--- src/rtl/dac_port_pkg.sv ---
package dac_port_pkg;
  localparam int CODE_W = 12;
  localparam int BYTE_W = 8;
  localparam int NIB_W  = CODE_W - BYTE_W;

  // per-channel load strobes from control to datapath
  typedef struct packed {
    logic stageLd;   // load the pending register
    logic commitLd;  // load the output register
  } chStrobe_t;
endpackage

--- src/rtl/dac_port_ctrl.sv ---
module dac_port_ctrl
  import dac_port_pkg::*;
#(
  parameter int NUM_CH    = 2,
  parameter int STAGE_LOW = 0
) (
  input  logic                   clk,
  input  logic                   rstN,
  input  logic [3:0]             pageNib,
  input  logic                   busRnW,
  input  logic                   phaseQual,
  input  logic                   pageSelN,
  output chStrobe_t [NUM_CH-1:0] strobes
);
  // two pages per channel; must fit the 16 pages of one select
  localparam int NUM_PAGES = 2 * NUM_CH;

  logic [NUM_PAGES-1:0] pageHit;
  logic [NUM_PAGES-1:0] pageHitQ;
  logic [NUM_PAGES-1:0] pageRise;

  always_comb begin
    for (int p = 0; p < NUM_PAGES; p++) begin
      pageHit[p] = phaseQual && !pageSelN && !busRnW && (pageNib == 4'(p));
    end
  end

  always_ff @(posedge clk) begin
    if (!rstN) pageHitQ <= '0;
    else       pageHitQ <= pageHit;
  end

  assign pageRise = pageHit & ~pageHitQ;

  for (genvar c = 0; c < NUM_CH; c++) begin : g_ch
    if (STAGE_LOW == 0) begin : g_stageHi
      assign strobes[c].stageLd  = pageRise[2*c];
      assign strobes[c].commitLd = pageRise[2*c+1];
    end else begin : g_stageLo
      assign strobes[c].stageLd  = pageRise[2*c+1];
      assign strobes[c].commitLd = pageRise[2*c];
    end
  end
endmodule

--- src/rtl/dac_port_dpath.sv ---
module dac_port_dpath
  import dac_port_pkg::*;
#(
  parameter int STAGE_LOW = 0
) (
  input  logic              clk,
  input  logic              rstN,
  input  logic [BYTE_W-1:0] dataIn,
  input  chStrobe_t         strobe,
  output logic [CODE_W-1:0] code
);
  logic [CODE_W-1:0] codeQ;

  if (STAGE_LOW == 0) begin : g_stageHi
    logic [BYTE_W-1:0] pendHi;
    always_ff @(posedge clk) begin
      if (!rstN) begin
        pendHi <= '0;
        codeQ  <= '0;
      end else begin
        if (strobe.stageLd)  pendHi <= dataIn;
        if (strobe.commitLd) codeQ  <= {pendHi, dataIn[NIB_W-1:0]};
      end
    end
  end else begin : g_stageLo
    logic [NIB_W-1:0] pendLo;
    always_ff @(posedge clk) begin
      if (!rstN) begin
        pendLo <= '0;
        codeQ  <= '0;
      end else begin
        if (strobe.stageLd)  pendLo <= dataIn[NIB_W-1:0];
        if (strobe.commitLd) codeQ  <= {dataIn, pendLo};
      end
    end
  end

  assign code = codeQ;
endmodule

--- src/rtl/dac_port_top.sv ---
module dac_port_top
  import dac_port_pkg::*;
#(
  parameter int NUM_CH    = 2,
  parameter int STAGE_LOW = 0
) (
  input  logic                     clk,
  input  logic                     rstN,
  input  logic [7:0]               addrHi,
  input  logic [7:0]               dataIn,
  input  logic                     busRnW,
  input  logic                     phaseQual,
  input  logic                     pageSelN,
  output logic [NUM_CH*CODE_W-1:0] dacCode
);
  chStrobe_t [NUM_CH-1:0] strobes;

  dac_port_ctrl #(.NUM_CH(NUM_CH), .STAGE_LOW(STAGE_LOW)) u_ctrl (
    .clk(clk), .rstN(rstN), .pageNib(addrHi[3:0]), .busRnW(busRnW),
    .phaseQual(phaseQual), .pageSelN(pageSelN), .strobes(strobes)
  );

  for (genvar c = 0; c < NUM_CH; c++) begin : g_dp
    dac_port_dpath #(.STAGE_LOW(STAGE_LOW)) u_dpath (
      .clk(clk), .rstN(rstN), .dataIn(dataIn), .strobe(strobes[c]),
      .code(dacCode[c*CODE_W +: CODE_W])
    );
  end
endmodule

--- config.mk ---
export PLATFORM = sky130hd
export DESIGN_NAME = dac_port_top
export DESIGN_NICKNAME = d
export VERILOG_FILES = /design/src/rtl/dac_port_pkg.sv /design/src/rtl/dac_port_ctrl.sv /design/src/rtl/dac_port_dpath.sv /design/src/rtl/dac_port_top.sv
export SDC_FILE = /design/constraint.sdc
export NUM_CORES = 1
export LEC_CHECK = 0
export BUFFER_PORTS_ARGS = -buffer_cell sky130_fd_sc_hd__buf_2
export CAP_MARGIN = 20
export CELL_PAD_IN_SITES_DETAIL_PLACEMENT = 1
export CELL_PAD_IN_SITES_GLOBAL_PLACEMENT = 1
export CORE_MARGIN = 5
export CORE_UTILIZATION = 37
export CTS_BUF_LIST = sky130_fd_sc_hd__clkbuf_4 sky130_fd_sc_hd__clkbuf_8
export DETAILED_ROUTE_END_ITERATION = 10
export GPL_TIMING_DRIVEN = 0
export PLACE_DENSITY_LB_ADDON = 0.12
export SYNTH_ARGS = -nofsm -noshare
export SYNTH_HDL_FRONTEND = slang
export SYNTH_SLANG_ARGS = --single-unit
--- constraint.sdc ---
create_clock -name clk -period 1.1 [get_ports clk]
set_input_delay 0.055 -clock clk [delete_from_list [all_inputs] [get_ports clk]]
set_output_delay 0.055 -clock clk [all_outputs]
set_load 0.01 [all_outputs]
[Word level (Yosys, flattened, before mapping)]
Index checks and enable logic that the tools add are counted.
Operators by class
  reductions and logical operators: 9
  bitwise logic cells: 2
  equality and inequality tests: 3
Operators by type and width (number)
  equality test 4 x 2 -> 1 bit (second input constant): 2
  logical AND 1 bit: 6
  bitwise AND 4 bit: 1
  equality test 4 x 1 -> 1 bit (second input constant): 1
  logical NOT 4 bit: 1
  NOT 4 bit: 1
  logical NOT 1 bit: 2
Word-level totals
  register bits after elaboration: 44
  output and inout bits: 24

[Depth between registers and ports, before layout]
  depth in word-level cells: 5
  mapped depth: 4

[By module]
A second synthesis with hierarchy kept.
Second synthesis, totals
  cell total of the unflattened synthesis: 146
  area, all modules: 1679.1 um^2
By module, submodules not included
  dac_port_dpath: seq. area each 400.4 um^2, cells each 64, area each 752.0 um^2, times used 2
  dac_port_ctrl: seq. area each 80.1 um^2, cells each 18, area each 175.2 um^2, times used 1

[Worst setup path after synthesis]
Ideal clock, no wire load.
  path kind: reg2reg
  from: reg u_ctrl.pageHitQ[3]
  to: reg g_dp[1].u_dpath.codeQ[10]
  path buffers: 1
  data required time: 0.979 ns
  arrival time: 1.065 ns
  setup slack: -0.086 ns
  stages on the path, launching flop included: 5
  clock period less this slack: 1.186 ns
  path through: dfxtp_1 -> nor4b_2 -> nand4_1 -> buf_4 -> mux2i_1
Between the ends
  cells in the longest elaborated chain, start to end: 2
RTL lines
  start: declaration: RTL line dac_port_ctrl.sv:19  | logic [NUM_PAGES-1:0] pageHitQ;
  start signal: assignment: RTL line dac_port_ctrl.sv:30  | else pageHitQ <= pageHit;
  NOT 4 bit: RTL line dac_port_ctrl.sv:33  | assign pageRise = pageHit & ~pageHitQ;
  bitwise AND 4 bit: RTL line dac_port_ctrl.sv:33
  end signal: assignment: RTL line dac_port_dpath.sv:22  | if (strobe.commitLd) codeQ <= {pendHi, dataIn[NIB_W-1:0]};
  end: declaration: RTL line dac_port_dpath.sv:12  | logic [CODE_W-1:0] codeQ;
Every way passes these cells.
A chain may end at the register's enable or synchronous reset.

[Final worst setup path]
  from: reg u_ctrl.pageHitQ[1]
  to: reg g_dp[0].u_dpath.codeQ[5]
Between the ends
  cells in the longest elaborated chain, start to end: 2
RTL lines (RTL line)
  NOT 4 bit: dac_port_ctrl.sv:33
  bitwise AND 4 bit: dac_port_ctrl.sv:33
  end signal: assignment: dac_port_dpath.sv:22
  end: declaration: dac_port_dpath.sv:12
Every way passes these cells.

==> results.md <==
Outcome:
- The run finished, with violations left.
- The checks that failed: negative setup slack.

Setup path:
- Walking the worst path, the cells encountered are nor3b_4, nand4b_4, buf_12, mux2i_2.
- The slowest stage of the critical path belongs to the cell sky130_fd_sc_hd__dfxtp_2.
- The delay of the slowest cell on the worst path is 0.34 ns.
- The top cell family by delay on the critical path is simple AND/OR/NAND/NOR gates.
- The worst endpoint data arrival time is 1.40 ns.
- The type of destination of the critical path is a flop.
- The worst path buffer plus inverter count is 1.
- At the worst endpoint, the required time is 1.28 ns.
- The sort of element at the start of the critical path is a flop.
- In this run the worst path has a maximum fanout of 5.
- The setup path with the least slack is of type reg -> reg.

Synth:
- The synthesized area is 0.00164 mm².
- Counting every instance in the synthesized netlist gives 157.
- The post-synthesis sequential element count is between 40 and 50.
- The share of the Yosys chip area taken by registers is 53.7%.
- The cell accounting for the most synthesized area is sky130_fd_sc_hd__dfxtp_1.
- In this run, distinct cell masters in the synthesized netlist total 19.
- Ranked by total cell area, the synthesized netlist is headed by sky130_fd_sc_hd__dfxtp_1 54%, sky130_fd_sc_hd__mux2i_1 24%, sky130_fd_sc_hd__nand2_1 11%.
- Of the post-synthesis cell area, the dominant cell type holds 53.7%.
- The number of nets handed over by synthesis was roughly 180.
- A synthesized cell averages 10.5 µm².
- The total number of yosys warnings is 0.

STA:
- Between clock sinks in the finished design, the worst skew comes to 0.00794 ns.
- At the pin with the least slew margin, the transition time is 0.539 ns.
- The number of failing setup endpoints in the final timing report is 32.
- Setup repair after global routing could not meet its margin everywhere.
- The post-route clock period utilization is 111%.
- For this run, the top clock speed supported by timing is 0.819 GHz.
- Across all setup checks in the final design, the least slack found is -0.121 ns.
- The count of pins over their slew limit is 0.
- Counting I/O delays and the setup requirement, the final critical path takes 1.22 ns.
- The normalized max-slew margin is ~64%.
- The number of endpoints with negative hold slack in the final report was 0.
- Hold is met by around 0.032 ns.

Route:
- The routed wirelength normalized by instance count is 15.9 µm.
- The total length of routed wires is 4140 µm.
- After the first detailed-routing iteration, the DRC count stood at 58.
- After detailed routing, the number of remaining DRC violations is 0.
- The via count is ~1.3k.
- After detailed routing, the number of vias per cell comes to roughly 4.9.
- The remaining antenna violation count is 0.
- The length of the first detailed-routing pass in iterations is 4.

Cells and area:
- The multi-input combinational cells in the finished layout cover a total of approximately 750 µm².
- The register cell area after layout is 883 µm².
- After routing the design area is around 0.0021 mm².
- The post-route netlist has 30.6% of its cells at a drive strength greater than 1.
- The count of filler cells inserted in the layout is 525.
- Excluding fillers, the count of instances in the completed layout stands at 261.
- After the last flow step, the layout net total stands at 229.
- The count of antenna diodes in the layout is 0.
- Compared with the post-synthesis result, the final layout area differs by 30.4%.

Power and ir drop:
- The maximum vdd ir drop is 763 µV.
- The post-route total power is 3.08 mW.
- The power density relative to cell area is about 1400 mW/mm².
- The leakage power of the design is between 1 and 1.5 nW.

Floorplanning:
- The die boundary height is 76.6 µm.
- In this run the horizontal extent of the chip is ~77 µm.
- The floorplan core area is approximately 0.0043 mm².
- The die footprint is around 0.0059 mm².
- After floorplanning, the core was divided into 24 placement rows.
- The initial utilization of the core area, before any placement, comes to 38.0%.
- The number of primary I/O pins is 45.

Global routing:
- Summed over all layers, the global routing overflow is 0.
- The number of global-route vias before repair is around 1.4k.
- The global-route wire length before repair is 6760 µm.
- The number of antenna violations at the first check in global routing was 0.
- The global router's overall resource usage is 14.3%.
- Entering global routing, the biggest net connects 14 pins.

Clock tree:
- After clock tree synthesis, the clock-pin slew on the worst setup and hold paths is around 0.08 ns.
- TritonCTS built the clock tree.
- The H-tree was split into 2 levels.
- In this run the clock root is driven by a sky130_fd_sc_hd__clkbuf_8.
- The clock latency of the later-clocked register in the worst-skew pair is 0.30 ns.
- The total of hold buffers inserted after clock tree synthesis is 0.
- The total clock buffers created by CTS is 5.
- Clock tree synthesis found a total of 44 sinks.
- No sink is reached through more buffers than the 2 on the longest clock path.

Place:
- After detailed placement, the design holds a cell count of between 200 and 250.
- At the end of routability-driven placement, the weighted congestion stood at 0.798.
- The estimated wirelength of the detail-placed design is 2870 µm.
- The number of buffer cells added on primary ports is 39.
- In this run the cell area measured after placement is 0.00191 mm².

Min path:
- The kind of path behind the tightest hold check is in -> reg.

Job:
- Across the run, the number of max-cap violations was 0.
Yosys cell counts:
master,instances
sky130_fd_sc_hd__mux2i_1,40
sky130_fd_sc_hd__nand4_2,2
sky130_fd_sc_hd__nand4b_1,1
sky130_fd_sc_hd__nor3b_2,1
sky130_fd_sc_hd__nor2b_1,1
sky130_fd_sc_hd__nand4b_2,1
sky130_fd_sc_hd__and2b_1,1
sky130_fd_sc_hd__nor2_1,4
sky130_fd_sc_hd__nor4b_2,1
sky130_fd_sc_hd__nand2_1,49
sky130_fd_sc_hd__nor3b_1,2
sky130_fd_sc_hd__nand4_1,1
sky130_fd_sc_hd__nor2_2,1
sky130_fd_sc_hd__buf_4,1
sky130_fd_sc_hd__nor3_1,1
sky130_fd_sc_hd__buf_2,1
sky130_fd_sc_hd__dfxtp_1,44
sky130_fd_sc_hd__buf_6,1
sky130_fd_sc_hd__clkbuf_1,4
path summary, 6_finish.rpt:
check	from	end	slack (ns)	cells past startpoint
worst max-delay path	u_ctrl.pageHitQ[1]	g_dp[0].u_dpath.code[5]	-0.12	4
worst min-delay path	dataIn[7]	g_dp[0].u_dpath.g_stageHi.pendHi[7]	0.03	3
worst max register to register	u_ctrl.pageHitQ[1]	g_dp[0].u_dpath.code[5]	-0.12	4
worst min register to register	g_dp[0].u_dpath.code[10]	g_dp[0].u_dpath.code[10]	0.46	2
layout by cell type (no fill, tap or decap):
master                       n
sky130_fd_sc_hd__nand4_1     1
sky130_fd_sc_hd__nor3_1      1
sky130_fd_sc_hd__clkbuf_8    7
sky130_fd_sc_hd__dfxtp_1    42
sky130_fd_sc_hd__nor2_2      1
sky130_fd_sc_hd__nand4b_1    1
sky130_fd_sc_hd__nor2_1      4
sky130_fd_sc_hd__nand4_4     1
sky130_fd_sc_hd__and2b_1     1
sky130_fd_sc_hd__clkbuf_16   1
sky130_fd_sc_hd__nor4b_2     1
sky130_fd_sc_hd__bufinv_16   1
sky130_fd_sc_hd__nand2_1    49
sky130_fd_sc_hd__dfxtp_2     2
sky130_fd_sc_hd__buf_8       1
sky130_fd_sc_hd__buf_12      1
sky130_fd_sc_hd__buf_4       1
sky130_fd_sc_hd__nand4b_4    1
sky130_fd_sc_hd__mux2i_1    39
sky130_fd_sc_hd__nor3b_4     1
sky130_fd_sc_hd__buf_2      40
sky130_fd_sc_hd__clkbuf_1    4
sky130_fd_sc_hd__nor3b_1     2
sky130_fd_sc_hd__nor2b_1     1
sky130_fd_sc_hd__buf_6       3
sky130_fd_sc_hd__nand4_2     1
sky130_fd_sc_hd__mux2i_2     1
sequential cells by signal, indices dropped and copies added, names as in the netlist:
register,count
g_dp.u_dpath.code,24
u_ctrl.pageHitQ,4
g_dp.u_dpath.g_stageHi.pendHi,16
stage by stage:
step	util [%]	setup TNS (ns)	worst slack, ns
floorplan	-	-0.407	-0.0410
global placement	44.1	-3.61	-0.229
CTS	48.0	-1.41	-0.0669
detailed placement	44.1	-4.59	-0.224
finish	49.5	-1.86	-0.121
global route	49.5	-4.08	-0.197
report_power, final:
part | switching (mW) | internal [mW] | leakage [nW]
logic | 0.0912 | 0.0516 | 0.754
clock network | 0.537 | 0.801 | 0.0645
registers | 0.00145 | 1.59 | 0.355
total | 0.629 | 2.45 | 1.17
cell families (layout without fill, tap and decap cells):
logic type,after synthesis,count (layout),synth area share [%]
buf+inv,7,59,2.36
mux,40,40,24.4
simple gates,66,66,19.6
flops,44,44,53.7
per-layer routing:
layer	wire, µm	vias up	part of all wire, %	global-route usage, %
li1	-	632	-	-
met1	1940	617	47	18.4
met2	1980	24	48	22.6
met3	183	5	4.4	4.85
met4	41	0	0.99	4.20
met5	0	-	0	0
layout make-up:
class / instances / share of cell area, %
clock inverters: 1 / 1.40
clock buffers: 7 / 4.50
well taps: 52 / 3.04
flip-flops and latches: 44 / 41.3
multi-input cells: 106 / 35.0
repair buffers: 44 / 12.2
plain buffers: 7 / 2.57
what timing repair did:
action	in CTS	in global routing
gates resized for setup	6	7
pin swaps	2	2
setup endpoints to repair	38	36
buffers inserted	2	1
cloned	1	1
worst min-delay path, cell delays in order:
cell,delay (ns)
sky130_fd_sc_hd__buf_2,0.10
sky130_fd_sc_hd__nand2_1,0.07
sky130_fd_sc_hd__mux2i_1,0.06
(Power assumes the default switching activity.)
